===== config.mk =====
export PLATFORM = sky130hd
export DESIGN_NAME = scan_instr_decode
export DESIGN_NICKNAME = d
export VERILOG_FILES = /design/src/rtl/sid_pkg.sv /design/src/rtl/sid_instr_latch.sv /design/src/rtl/sid_bypass.sv /design/src/rtl/sid_ident.sv /design/src/rtl/scan_instr_decode.sv
export SDC_FILE = /design/constraint.sdc
export NUM_CORES = 1
export LEC_CHECK = 0
export BUFFER_PORTS_ARGS = -buffer_cell sky130_fd_sc_hd__buf_2
export CORE_ASPECT_RATIO = 2
export CORE_MARGIN = 3
export CORE_UTILIZATION = 50
export CTS_CLUSTER_DIAMETER = 30
export DETAILED_ROUTE_END_ITERATION = 8
export PLACE_DENSITY = 0.78
export SYNTH_ARGS = -nofsm -noshare
export SYNTH_HDL_FRONTEND = slang
export SYNTH_SLANG_ARGS = --single-unit

===== constraint.sdc =====
create_clock -name tck -period 7.25 [get_ports tck]
set_input_delay 0.3625 -clock tck [delete_from_list [all_inputs] [get_ports tck]]
set_output_delay 0.3625 -clock tck [all_outputs]
set_load 0.01 [all_outputs]

===== src/rtl/sid_pkg.sv =====
package sid_pkg;
  localparam int OP_W = 4;
  localparam int ID_W = 32;

  localparam logic [OP_W-1:0] OP_EXTEST   = 4'h0;
  localparam logic [OP_W-1:0] OP_SAMPLE   = 4'h1;
  localparam logic [OP_W-1:0] OP_IDCODE   = 4'h2;
  localparam logic [OP_W-1:0] OP_USERCODE = 4'h3;
  localparam logic [OP_W-1:0] OP_INTEST   = 4'h4;
  localparam logic [OP_W-1:0] OP_RUNBIST  = 4'h5;
  localparam logic [OP_W-1:0] OP_CLAMP    = 4'h6;
  localparam logic [OP_W-1:0] OP_HIGHZ    = 4'h7;
  localparam logic [OP_W-1:0] OP_BYPASS   = 4'hF;

  typedef enum logic [1:0] {PATH_BYP = 2'd0, PATH_ID = 2'd1, PATH_BSR = 2'd2} path_e;

  typedef struct packed {
    path_e path;
    logic  id_user;
    logic  pin_bsr;
    logic  pin_hiz;
    logic  core_hold;
    logic  in_bsr;
    logic  bist_en;
  } ctl_t;

  // Per-instruction control word; unassigned codes fall back to bypass.
  function automatic ctl_t decode_op(logic [OP_W-1:0] op, logic runbist_float);
    ctl_t c;
    c = '{path: PATH_BYP, id_user: 1'b0, pin_bsr: 1'b0, pin_hiz: 1'b0,
          core_hold: 1'b0, in_bsr: 1'b0, bist_en: 1'b0};
    case (op)
      OP_EXTEST:   begin c.path = PATH_BSR; c.pin_bsr = 1'b1; c.core_hold = 1'b1; end
      OP_SAMPLE:   c.path = PATH_BSR;
      OP_IDCODE:   c.path = PATH_ID;
      OP_USERCODE: begin c.path = PATH_ID; c.id_user = 1'b1; end
      OP_INTEST:   begin c.path = PATH_BSR; c.pin_bsr = 1'b1; c.in_bsr = 1'b1; end
      OP_RUNBIST:  begin
        c.path    = PATH_BSR;
        c.bist_en = 1'b1;
        c.pin_hiz = runbist_float;
        c.pin_bsr = ~runbist_float;
      end
      OP_CLAMP:    begin c.pin_bsr = 1'b1; c.core_hold = 1'b1; end
      OP_HIGHZ:    begin c.pin_hiz = 1'b1; c.core_hold = 1'b1; end
      default:     ;
    endcase
    return c;
  endfunction

  // Fixed identity word: version | part | manufacturer | marker bit.
  function automatic logic [ID_W-1:0] make_id(logic [3:0] ver, logic [15:0] part,
                                              logic [10:0] mfr);
    return {ver, part, mfr, 1'b1};
  endfunction
endpackage


===== src/rtl/sid_instr_latch.sv =====
module sid_instr_latch
  import sid_pkg::*;
#(
  parameter bit RUNBIST_FLOAT = 1'b0
) (
  input  logic            tck,
  input  logic            trst_n,
  input  logic            update_ir,
  input  logic [OP_W-1:0] instr_in,
  output logic [OP_W-1:0] active_op,
  output ctl_t            ctl
);
  logic [OP_W-1:0] op_q;
  logic            ev_load;

  assign ev_load = update_ir;

  always_ff @(posedge tck or negedge trst_n) begin
    if (!trst_n)      op_q <= OP_IDCODE;
    else if (ev_load) op_q <= instr_in;
  end

  assign active_op = op_q;
  assign ctl       = decode_op(op_q, RUNBIST_FLOAT);

  // instruction held between update strobes
  p_hold_instr_r12: assert property (@(posedge tck) disable iff (!trst_n)
    !ev_load |=> $stable(op_q));
  // a load takes the presented code
  p_load_instr_r12: assert property (@(posedge tck) disable iff (!trst_n)
    ev_load |=> op_q == $past(instr_in));
endmodule


===== src/rtl/sid_bypass.sv =====
module sid_bypass (
  input  logic tck,
  input  logic trst_n,
  input  logic cap,
  input  logic shf,
  input  logic tdi,
  output logic q
);
  logic stage_q;

  always_ff @(posedge tck or negedge trst_n) begin
    if (!trst_n)  stage_q <= 1'b0;
    else if (cap) stage_q <= 1'b0;
    else if (shf) stage_q <= tdi;
  end

  assign q = stage_q;

  // capture clears the stage
  p_cap_zero_r3: assert property (@(posedge tck) disable iff (!trst_n)
    cap |=> !q);
  // one-stage delay while shifting
  p_one_stage_r3: assert property (@(posedge tck) disable iff (!trst_n)
    (shf && !cap) |=> q == $past(tdi));
endmodule


===== src/rtl/sid_ident.sv =====
module sid_ident
  import sid_pkg::*;
#(
  parameter logic [3:0]  VERSION = 4'h3,
  parameter logic [15:0] PART    = 16'hA5C1,
  parameter logic [10:0] MFR     = 11'h2B5
) (
  input  logic            tck,
  input  logic            trst_n,
  input  logic            cap,
  input  logic            shf,
  input  logic            use_user,
  input  logic [ID_W-1:0] user_code,
  input  logic            tdi,
  output logic            so
);
  localparam logic [ID_W-1:0] FIXED_ID = make_id(VERSION, PART, MFR);

  logic [ID_W-1:0] id_q;
  logic [ID_W-1:0] cap_word;
  logic            ev_cap_fixed;

  assign cap_word     = use_user ? user_code : FIXED_ID;
  assign ev_cap_fixed = cap && !use_user;

  always_ff @(posedge tck or negedge trst_n) begin
    if (!trst_n)  id_q <= '0;
    else if (cap) id_q <= cap_word;
    else if (shf) id_q <= {tdi, id_q[ID_W-1:1]};
  end

  assign so = id_q[0];

  // the fixed word always presents the marker bit first
  p_marker_r4: assert property (@(posedge tck) disable iff (!trst_n)
    ev_cap_fixed |=> so);
  // serial input enters at the top bit
  p_shift_in_r4: assert property (@(posedge tck) disable iff (!trst_n)
    (shf && !cap) |=> id_q[ID_W-1] == $past(tdi));
  // user capture takes the port value
  p_user_cap_r5: assert property (@(posedge tck) disable iff (!trst_n)
    (cap && use_user) |=> id_q == $past(user_code));
endmodule


===== src/rtl/scan_instr_decode.sv =====
module scan_instr_decode
  import sid_pkg::*;
#(
  parameter logic [3:0]  VERSION       = 4'h3,
  parameter logic [15:0] PART          = 16'hA5C1,
  parameter logic [10:0] MFR           = 11'h2B5,
  parameter bit          RUNBIST_FLOAT = 1'b0
) (
  input  logic        tck,
  input  logic        trst_n,
  input  logic        update_ir,
  input  logic [3:0]  instr_in,
  input  logic        capture_dr,
  input  logic        shift_dr,
  input  logic        update_dr,
  input  logic        tdi,
  input  logic [31:0] user_code,
  input  logic        bsr_so,
  output logic        tdo,
  output logic [3:0]  active_op,
  output logic        bsr_select,
  output logic        bsr_capture,
  output logic        bsr_shift,
  output logic        bsr_update,
  output logic        pin_from_bsr,
  output logic        pin_hiz,
  output logic        in_from_bsr,
  output logic        core_hold,
  output logic        bist_en
);
  ctl_t ctl;
  logic sel_byp, sel_id, sel_bsr;
  logic byp_q, id_so;

  sid_instr_latch #(.RUNBIST_FLOAT(RUNBIST_FLOAT)) u_latch (
    .tck(tck), .trst_n(trst_n), .update_ir(update_ir), .instr_in(instr_in),
    .active_op(active_op), .ctl(ctl)
  );

  assign sel_byp = (ctl.path == PATH_BYP);
  assign sel_id  = (ctl.path == PATH_ID);
  assign sel_bsr = (ctl.path == PATH_BSR);

  sid_bypass u_byp (
    .tck(tck), .trst_n(trst_n), .cap(capture_dr && sel_byp),
    .shf(shift_dr && sel_byp), .tdi(tdi), .q(byp_q)
  );

  sid_ident #(.VERSION(VERSION), .PART(PART), .MFR(MFR)) u_id (
    .tck(tck), .trst_n(trst_n), .cap(capture_dr && sel_id),
    .shf(shift_dr && sel_id), .use_user(ctl.id_user), .user_code(user_code),
    .tdi(tdi), .so(id_so)
  );

  always_comb begin
    unique case (ctl.path)
      PATH_ID:  tdo = id_so;
      PATH_BSR: tdo = bsr_so;
      default:  tdo = byp_q;
    endcase
  end

  assign bsr_select   = sel_bsr;
  assign bsr_capture  = capture_dr && sel_bsr;
  assign bsr_shift    = shift_dr   && sel_bsr;
  assign bsr_update   = update_dr  && sel_bsr;
  assign pin_from_bsr = ctl.pin_bsr;
  assign pin_hiz      = ctl.pin_hiz;
  assign in_from_bsr  = ctl.in_bsr;
  assign core_hold    = ctl.core_hold;
  assign bist_en      = ctl.bist_en;

  // pin drive modes are exclusive
  p_pin_excl_r7: assert property (@(posedge tck) disable iff (!trst_n)
    !(pin_hiz && pin_from_bsr));
  // boundary strobes only reach a selected chain
  p_bsr_gate_r6: assert property (@(posedge tck) disable iff (!trst_n)
    (bsr_capture || bsr_shift || bsr_update) |-> bsr_select);
  // serial output follows the boundary chain when selected
  p_bsr_tdo_r6: assert property (@(posedge tck) disable iff (!trst_n)
    bsr_select |-> tdo == bsr_so);
  // high-impedance instruction floats pins and uses the bypass path
  p_highz_r8: assert property (@(posedge tck) disable iff (!trst_n)
    (active_op == OP_HIGHZ) |-> (pin_hiz && !bsr_select && tdo == byp_q));
  // clamp drives from boundary cells over the bypass path
  p_clamp_r9: assert property (@(posedge tck) disable iff (!trst_n)
    (active_op == OP_CLAMP) |-> (pin_from_bsr && !bsr_select && tdo == byp_q));
endmodule


Yosys cells after proc, flatten, opt, wreduce, memory -nomap -nowiden
Cells that the tools add are included.
{"block": "totals", "register_bits": 37, "inputBits": 44, "output_inout_bits": 14, "elab_cells": 40}
{"block": "op_classes", "eq_ne": 9, "n_mux": 13, "reduce_logical": 15}
{"op": "$mux W32", "n": 3}
{"op": "$eq A4 B3 Y1 const B", "n": 4}
{"op": "$eq A4 B2 Y1 const B", "n": 2}
{"op": "$mux W1", "n": 8}
{"op": "$reduce_or A4 Y1", "n": 2}
{"op": "$logic_and A1 B1 Y1", "n": 7}
{"op": "$eq A4 B1 Y1 const B", "n": 1}
{"op": "$logic_not A4 Y1", "n": 1}
{"op": "$pmux W2 S2", "n": 1}
{"op": "$reduce_bool A2 Y1", "n": 2}
{"op": "$reduce_or A3 Y1", "n": 1}
{"op": "$eq A2 B1 Y1 const B", "n": 1}
{"op": "$eq A2 B2 Y1 const B", "n": 1}
{"op": "$logic_not A2 Y1", "n": 1}
{"op": "$pmux W1 S2", "n": 1}
{"op": "$reduce_or A2 Y1", "n": 1}

Longest topological paths before layout
Gate-level depths: netlist of run 1.
{"block": "depth", "word_depth": 7, "ltp_mapped": 10, "depth_no_buf": 6}

By module
Synthesis of run 1 repeated with hierarchy kept, for this count alone.
{"block": "hier_totals", "hier_cells": 152, "hier_area_um2": 1984.4}
{"module": "sid_ident", "instances": 1, "cells_each": 111, "area_per_inst_um2": 1584.0, "seq_area_each_um2": 800.8}
{"module": "sid_instr_latch", "instances": 1, "cells_each": 22, "area_per_inst_um2": 231.5, "seq_area_each_um2": 101.3}
{"module": "scan_instr_decode", "instances": 1, "cells_each": 16, "area_per_inst_um2": 130.1, "seq_area_each_um2": 0.0}
{"module": "sid_bypass", "instances": 1, "cells_each": 3, "area_per_inst_um2": 38.8, "seq_area_each_um2": 25.0}

Worst setup path before layout of run 1
No wires, ideal clock.
{"block": "synth_path", "kind": "register -> output", "from": "register u_latch.op_q[1] (netlist: u_latch.active_op[1])", "to": "output port tdo", "arrival_time_ns": 2.138, "required_ns": 6.888, "slack_ns": 4.749, "path_stages_with_launch": 9, "n_path_buf": 3, "cell_sequence": "dfstp_2 > or3b_1 > buf_2 > buf_2 > inv_1 > ha_1 > clkbuf_1 > a221oi_1 > a21oi_1"}
{"block": "synth_via", "elab_chain_len": 5, "elab_cells_between_ends": 12, "cone_classes": "7 x eq/ne; 2 x mux; 3 x reduce/logical"}
{"element": "start, declared", "line": "sid_instr_latch.sv:13", "rtl": "logic [OP_W-1:0] op_q;"}
{"element": "start signal, assigned", "line": "sid_instr_latch.sv:20", "rtl": "else if (ev_load) op_q <= instr_in;"}
{"element": "$eq A4 B1 Y1, or another cell as far along", "line": "sid_pkg.sv:32", "rtl": "case (op)"}
{"element": "$reduce_or A4 Y1 (no source line) / $reduce_or A2 Y1 (equally long branches)"}
{"element": "$pmux W2 S2 *", "line": "sid_pkg.sv:32"}
{"element": "$eq A2 B2 Y1 / $eq A2 B1 Y1 (equally long branches)", "line": "scan_instr_decode.sv:56", "rtl": "unique case (ctl.path)"}
{"element": "$pmux W1 S2 *", "line": "scan_instr_decode.sv:56"}
{"element": "end, declared", "line": "scan_instr_decode.sv:19", "rtl": "output logic tdo,"}
Every way passes the cells marked *; elsewhere a longest branch is shown, timed or not.

Worst setup path after layout of run 1
{"block": "layout_path", "from": "register u_latch.op_q[1] (netlist: u_latch.active_op[1])", "to": "register u_id.id_q[28]"}
{"block": "layout_via", "elab_chain_len": 6, "elab_cells_between_ends": 16, "cone_classes": "6 x eq/ne; 4 x mux; 6 x reduce/logical"}
{"element": "$eq A4 B1 Y1, or another cell as far along", "line": "sid_pkg.sv:32"}
{"element": "$reduce_or A4 Y1 (no source line) / $reduce_or A2 Y1 (equally long branches)"}
{"element": "$pmux W2 S2", "line": "sid_pkg.sv:32"}
{"element": "$eq A2 B1 Y1", "line": "scan_instr_decode.sv:41", "rtl": "assign sel_id = (ctl.path == PATH_ID);"}
{"element": "$logic_and A1 B1 Y1 (on tied branches)", "line": "scan_instr_decode.sv:50, scan_instr_decode.sv:51"}
{"element": "$mux W32 / $reduce_bool A2 Y1 (equally long branches)"}
{"element": "end signal, assigned", "line": "sid_ident.sv:28", "rtl": "else if (cap) id_q <= cap_word;"}
{"element": "end signal, assigned", "line": "sid_ident.sv:29", "rtl": "else if (shf) id_q <= {tdi, id_q[ID_W-1:1]};"}
{"element": "end, declared", "line": "sid_ident.sv:19", "rtl": "logic [ID_W-1:0] id_q;"}
Several ways; a longest one is shown, not always the timed one.
A chain may end at the register's enable or synchronous reset.

==> results by stage, run 1 <==
Final layout:
- In the final design database the tool counted 289 nets.
- The number of antenna diodes in the final layout is 0.
- The ratio of cells with drive above 1 in the final layout is 0.339.
- The area growth from synthesis to layout is 18.9%.
- At the end of the flow the core is filled with cells to 0.623.

Placement:
- The total of buffers placed on input and output ports is 57.
- At the end of routability-driven placement, the weighted congestion stood at between 0.8 and 0.9.
- The total half-perimeter wirelength after legalization and detailed placement is about 3100 µm.

Clocking:
- Counting every sink on the clock net gives 37.
- Clock latency on the worst-skew pair, taken at its later pin, is 0.29 ns.
- For this design, the CTS-stage hold fixing added 0 buffers.
- Post-CTS timing repair inserted 0 buffers for setup.
- Clock-pin slew was measured on the worst setup and hold paths at ~0.07 ns.
- The longest clock path from root to sink contains 2 buffers.
- The H-tree generated during clock tree synthesis spans 2 levels.
- In this run the clock root is driven by a clkbuf_8.
- The number of buffers inserted during clock tree synthesis is 5.
- The TritonCTS clock tree is yes.
- The count of cells resized by post-cts repair is 0.

Critical path:
- The largest individual stage delay along the critical path comes from the cell nand3_1.
- The data required time at the worst endpoint is between 7 and 8 ns.
- The longest individual stage delay on the worst path is 0.65 ns.
- The kind of cell with the highest combined delay along the critical path is simple AND/OR/NAND/NOR gates.
- The worst setup path is of the reg2reg kind.
- The type of destination of the critical path is a register.
- The category of the worst setup path launch point is a register.
- Counting both buffers and inverters, the worst setup path holds a total of 2.
- At the worst endpoint, the arrival time is about 3.3 ns.
- Traced cell by cell, the critical path runs through or3b_1, buf_4, inv_1, ha_1, nand3_1, o32ai_1, o21ai_0.
- In this run the worst path has a maximum fanout of 33.

Synth:
- Counting flops with a built-in enable in the synthesized netlist gives 0.
- In this run, distinct cell masters in the synthesized netlist total 28.
- The most used flip-flop cell after synthesis is dfrtp_1.
- The average instance in the mapped netlist occupies around 10 µm².
- The sequential cell area fraction in the yosys report is 0.480.
- The post-synth net total is approximately 240.
- The cell area after synthesis is about 1900 µm².
- The gate count after technology mapping is slightly below 200.
- The post-synthesis async set-or-reset flop share is 1.00.
- The number of warnings reported in the yosys synthesis log is 0.
- The synthesized design contains 37 register bits.

Timing:
- Setup violations remaining at the end of the flow were counted as 0.
- The maximum clock rate is 316 MHz.
- Dividing the final minimum period by the clock period gives 0.436.
- Setup repair after global routing left no endpoint under its margin.
- The final hold violation count is 0.
- Setup total negative slack on the finished layout was measured at 0 ns.
- The smallest clock period supported by the final layout is computed as 3.16 ns.
- The measured slew at the worst slew-check pin is just under 1 ns.
- Measured against its own limit, the worst slew margin works out to 0.351.
- The clock skew after layout is between 0.003 and 0.004 ns.
- The number of pins exceeding their max-slew limit in the final report is 0.

Route:
- The pre-antenna-repair detailed-routing pass consisted of 5 iterations.
- Detailed routing inserted a total of 1686 vias.
- The count of nets left with antenna violations once routing finished came out at 0.
- The detailed router finished its first iteration with 42 violations.
- The average vias per placed instance is between 5 and 6.
- For this run, design rule violations remaining after detail routing come to 0.
- The average detailed-routed wire length per instance is 15.2 µm.
- The final wirelength is about 4400 µm.

Floorplan:
- The total I/O pin count is 58.
- The floorplan step defined a core boundary enclosing 3680 µm².
- The chip height is between 90 and 100 µm.
- The width of the die is ~50 µm.
- The initial utilization of the core area, before any placement, comes to 0.524.
- The die covers ~4700 µm².
- The floorplan has 31 rows.

GRT:
- The maximum number of pins on one net before global-route repair is 38.
- The number of antenna violations at the first check in global routing was 0.
- The all-layer global routing usage is 0.199.
- After global routing the overflow that remains totals 0.
- The via count of the first global-routing pass is roughly 1600.
- The first global-routing pass estimated around 7200 µm of wire.

Run:
- The count of maximum capacitance violations is 0.

Hold path:
- The path category of the worst min-delay check is in2async.

Power and ir drop:
- The worst vdd rail ir drop is 161 µV.
- The analysis attributes to cell leakage a power of 0.00108 µW.
- The ratio of total power to cell area is between 200 and 300 nW/µm².
- The total power consumption of the routed design is roughly 630 µW.

Status:
- The flow ran to the end, and the final reports show no timing, DRC or antenna violations.
-- final cells by class --
type | instances | area (µm²)
Fill cell | 329 | 1390
Tap cell | 49 | 61.3
Multi-Input combinational cell | 122 | 858
Sequential cell | 37 | 927
Timing Repair Buffer | 59 | 300
Clock buffer | 7 | 86.3
Inverter | 17 | 63.8
-- state kept, by name (all words and copies together), names as in the netlist --
signal             count
u_id.id_q             32
u_byp.q                1
u_latch.active_op      4
-- kinds of logic after synthesis --
logic type | synth area share
AOI/OAI and AO/OA | 0.209
adders and majority gates | 0.0246
buffers and inverters | 0.0758
DFF | 0.480
muxes | 0.0991
and+or+nand+nor | 0.112
-- cell usage after synthesis (all sizes together), types with 7 or more instances --
cell / number / area, µm²
buf: 10 / 52.6
clkbuf: 8 / 30.0
dfrtp: 36 / 901
inv: 17 / 63.8
mux2: 17 / 191
nand2: 13 / 48.8
nand4: 10 / 62.6
nor3: 7 / 35.0
o21ai: 19 / 95.1
o2bb2ai: 9 / 78.8
o32ai: 17 / 149
-- path summary, 6_finish.rpt --
check / start / cells past startpoint / endpoint / slack (ns)
worst min-delay path: trst_n / 1 / u_id.id_q[1] / 0.16
max in group asynchronous: trst_n / 1 / u_id.id_q[6] / 6.59
worst min register to register: u_id.id_q[6] / 2 / u_id.id_q[6] / 0.48
worst max register to register: u_latch.active_op[1] / 7 / u_id.id_q[28] / 4.09
min in group tck: instr_in[2] / 3 / u_latch.active_op[2] / 0.27
worst max-delay path: u_latch.active_op[1] / 7 / u_id.id_q[28] / 4.09
-- power breakdown --
part / internal [µW] / switching (µW)
clock: 75.4 / 68.5
combinational: 82.1 / 76.0
sequential: 283 / 42.2
-- placed cells by master (no fill, tap or decap), drive strengths merged --
cell / count
nand2: 13
nor2: 5
nor3b: 1
nand4: 10
o32ai: 17
dfstp: 1
o21ai: 19
maj3: 1
mux2: 17
nor3: 7
and2: 4
ha: 3
a21oi: 5
a22oi: 1
o22ai: 5
or3b: 1
o21a: 1
a221oi: 1
inv: 17
clkbuf: 7
nand3: 2
buf: 59
dfrtp: 36
o2bb2ai: 9
-- through the flow --
| step | hold slack (ns) | worst slack [ns] | cell area [µm²] | instances |
|---|---|---|---|---|
| CTS | 0.189 | 4.09 | 2300 | 291 |
| floorplan | 0.0669 | 4.75 | 1930 | 194 |
| detailed placement | 0.471 | 4.09 | 2210 | 284 |
| finish | 0.163 | 4.09 | 2300 | 291 |
| global placement | 0.462 | 4.18 | 2210 | 284 |
| global route | 0.225 | 3.79 | 2300 | 291 |
-- per-layer routing --
| layer | global-route usage | wire length, µm | up-vias |
|---|---|---|---|
| met2 | 0.334 | 2300 | 62 |
| li1 | - | - | 810 |
| met3 | 0.0382 | 222 | 12 |
| met5 | 0 | 0 | - |
| met4 | 0.0924 | 126 | 0 |
| met1 | 0.241 | 1760 | 802 |
Note: power is estimated with default switching activity, not from simulation.
==> run 2: changes to the inputs <==
--- a/config.mk
+++ b/config.mk
@@ -8,10 +8,10 @@
 export BUFFER_PORTS_ARGS = -buffer_cell sky130_fd_sc_hd__buf_2
 export CORE_ASPECT_RATIO = 2
 export CORE_MARGIN = 3
-export CORE_UTILIZATION = 50
+export CORE_UTILIZATION = 46
 export CTS_CLUSTER_DIAMETER = 30
 export DETAILED_ROUTE_END_ITERATION = 8
-export PLACE_DENSITY = 0.78
+export PLACE_DENSITY = 0.75
 export SYNTH_ARGS = -nofsm -noshare
 export SYNTH_HDL_FRONTEND = slang
 export SYNTH_SLANG_ARGS = --single-unit
==> constraint.sdc (replaced) <==
create_clock -name tck -period 2.9 [get_ports tck]
set_input_delay 0.145 -clock tck [delete_from_list [all_inputs] [get_ports tck]]
set_output_delay 0.145 -clock tck [all_outputs]
set_load 0.01 [all_outputs]
==> results by stage, run 2 (same netlist as run 1, synthesis figures left out) <==
Power and ir drop:
- The standby leakage power is approximately 0.0011 µW.
- Across the VDD grid, the largest voltage drop is approximately 360 µV.
- Of the total power, the share spent switching nets is 0.308.
- Of the total power, the clock network draws 0.227.
- The ratio of total power to cell area is about 670 nW/µm².
- The design internal power is 1080 µW.
- The share of total power dissipated in sequential elements is 0.519.
- The analysis attributes to net switching a power of between 400 and 500 µW.
- The share of total power dissipated in combinational logic is 0.254.

Final layout:
- The leading cell type in the layout, fill and taps excluded is buf_2.
- The flip-flop count of the largest register, all copies and words added is 32.
- The final layout contains slightly below 300 nets.
- Measured on the finished design, the core utilization comes to 0.588.
- 0 antenna diodes ended up in the layout.
- The ratio of cells with drive above 1 in the final layout is 0.352.
- The top cell types in the final layout, fill and taps aside, are buf_2, dfrtp_1, o21ai_0.
- The area growth from synthesis to layout is 20.7%.
- The register ranked first by flip-flop count is u_id.id_q.

Floorplan:
- Pin placement for this block handled 58 I/O pins.
- The initial core utilization is 0.487.
- The area enclosed by the die boundary is between 5000 and 6000 µm².
- The core region is about 4000 µm².
- In this run the horizontal extent of the chip is between 50 and 60 µm.
- The chip height is around 98 µm.
- The number of placement rows is 32.

Run:
- The tool flagged a number of max-cap violations equal to 0.

Critical path:
- The cell with the largest stage delay on the worst path is dfstp_2.
- STA classifies the critical path startpoint as a register.
- The worst setup path is captured at an output pin.
- Walking the worst path, the cells encountered are or3b_1, buf_4, ha_1, a221oi_1, a21oi_1, buf_2.
- The arrival time of data at the critical path endpoint is between 2 and 2.5 ns.
- STA puts the critical path data required time at 2.76 ns.
- The longest individual stage delay on the worst path is approximately 0.59 ns.
- The setup path with the least slack is of type reg2out.
- The top fanout value on the critical path is 32.

Clocking:
- The tree is rooted in a clkbuf_8.
- Clock tree synthesis found a total of 37 sinks.
- In this run the number of H-tree levels came out at 2.
- The post-CTS repair timing setup buffer count is 0.
- TritonCTS built the clock tree.
- The number of buffers inserted during clock tree synthesis is 5.
- The clock passes through at most 2 buffers.
- Clock-pin slew was measured on the worst setup and hold paths at around 0.080 ns.
- For the worst-skew pair, the clock arrives at the later sink with an insertion delay of approximately 0.29 ns.

GRT:
- For this run, the total global-route usage over all layers was measured as 0.189.
- The first-pass GRT wire length is 7450 µm.
- The via count of the first global-routing pass is 1677.
- The number of antenna violations at the first check in global routing is 0.
- After global routing the overflow that remains totals 0.
- The maximum number of pins on one net before global-route repair is 38.

Hold path:
- The path category of the worst min-delay check is in2reg.

Route:
- Using the TritonRoute via totals, the vias-per-cell ratio works out to between 5 and 6.
- The number of vias in the routed layout is between 1500 and 2000.
- In this run the remaining antenna-violating nets after routing total 0.
- The number of remaining DRC errors is 0.
- The violation count after the first detailed-route iteration is 37.
- The average detailed-routed wire length per instance is between 10 and 15 µm.
- After detailed routing, the total wire length is ~4400 µm.
- The first detailed-routing pass took 4 iterations.

Placement:
- The count of buffers added on input and output ports is 57.
- At the end of routability-driven placement, the weighted congestion stood at roughly 0.84.
- The wire-length estimate of the detail-placed layout is about 3000 µm.

Timing:
- The clock skew after layout is around 0.0065 ns.
- Dividing the final minimum period by the clock period gives 0.845.
- The measured slew at the worst slew-check pin is roughly 0.8 ns.
- In the final timing run, aggregate negative setup slack is 0 ns.
- Setup repair after global routing left no endpoint under its margin.
- The worst path needs 2.45 ns of the cycle, external delays included.
- For this run, the top clock speed supported by timing is about 410 MHz.
- Setup violations remaining at the end of the flow were counted as 0.
- The number of pins exceeding their max-slew limit in the final report was 0.
- The final hold violation count is 0.
- The remaining max-slew budget at the tightest pin is 0.452.

Status:
- The run finished with clean final reports.
-- run 2: cell count changes in the layout (fill, tap and decap cells not counted) --
cell	delta
buf_4	+3
clkbuf_1	-1
clkbuf_8	-1
clkinv_2	+2
clkinvlp_4	+1
dlygate4sd3_1	+1
-- run 2: per-layer routing --
metal  track usage  vias to the layer above  part of all wire  wire, µm
li1              -                      816                 -         -
met1         0.221                      782              0.42      1810
met2         0.327                       46              0.52      2270
met3        0.0276                        7             0.043       187
met4        0.0808                        0             0.021        91
met5             0                        -                 0         0
-- run 2: critical path, delay by kind of cell (launching register included) --
| family | cells | cell delay, ns |
|---|---|---|
| adders and majority gates | 1 | 0.28 |
| DFF | 1 | 0.59 |
| buffers and inverters | 2 | 0.40 |
| and+or+nand+nor | 1 | 0.37 |
| AOI/OAI and AO/OA | 2 | 0.35 |
-- run 2: worst paths after layout --
check / from / end / slack [ns] / cells past startpoint
worst min-delay path: instr_in[2] / u_latch.active_op[2] / 0.06 / 3
worst min register to register: u_id.id_q[28] / u_id.id_q[28] / 0.49 / 2
worst max-delay path: u_latch.active_op[1] / tdo / 0.45 / 6
min in group asynchronous: trst_n / u_id.id_q[20] / 0.49 / 2
worst max register to register: u_latch.active_op[1] / u_id.id_q[15] / 0.60 / 6
max in group asynchronous: trst_n / u_id.id_q[26] / 1.88 / 2
-- run 2: timing repair --
| action | CTS | global route |
|---|---|---|
| hold endpoints to repair | 36 | 0 |
| gates resized for setup | 0 | 0 |
| hold buffers | 1 | 0 |
-- run 2: layout make-up --
cell class                 count  area [µm²]
inverter                      17        63.8
sequential                    37         927
clock buffer                   5        68.8
clock inverter                 3        17.5
timing repair buffer          63         333
multi-input combinational    122         858
tap                           51        63.8
fill                         357        1630
-- run 2: power by group through the flow --
| stage | sequential, µW | clock, µW | combinational (µW) |
|---|---|---|---|
| global route | 834 | 386 | 459 |
| detailed placement | 817 | 0 | 401 |
| floorplan | 786 | 0 | 298 |
| CTS | 810 | 364 | 402 |
| global placement | 812 | 0 | 386 |
| finish | 810 | 355 | 397 |
-- run 2: metrics by stage --
stage                     instances  power, µW  hold slack [ns]  setup WS, ns  instance area, µm²
after floorplan                 194       1080           -0.151         0.422                1930
after CTS                       298       1580           0.0516         0.449                2330
after global routing            298       1680           0.0847         0.325                2330
after global placement          289       1200            0.291         0.653                2240
final                           298       1560           0.0579         0.448                2330
after detailed placement        289       1220            0.287         0.613                2240
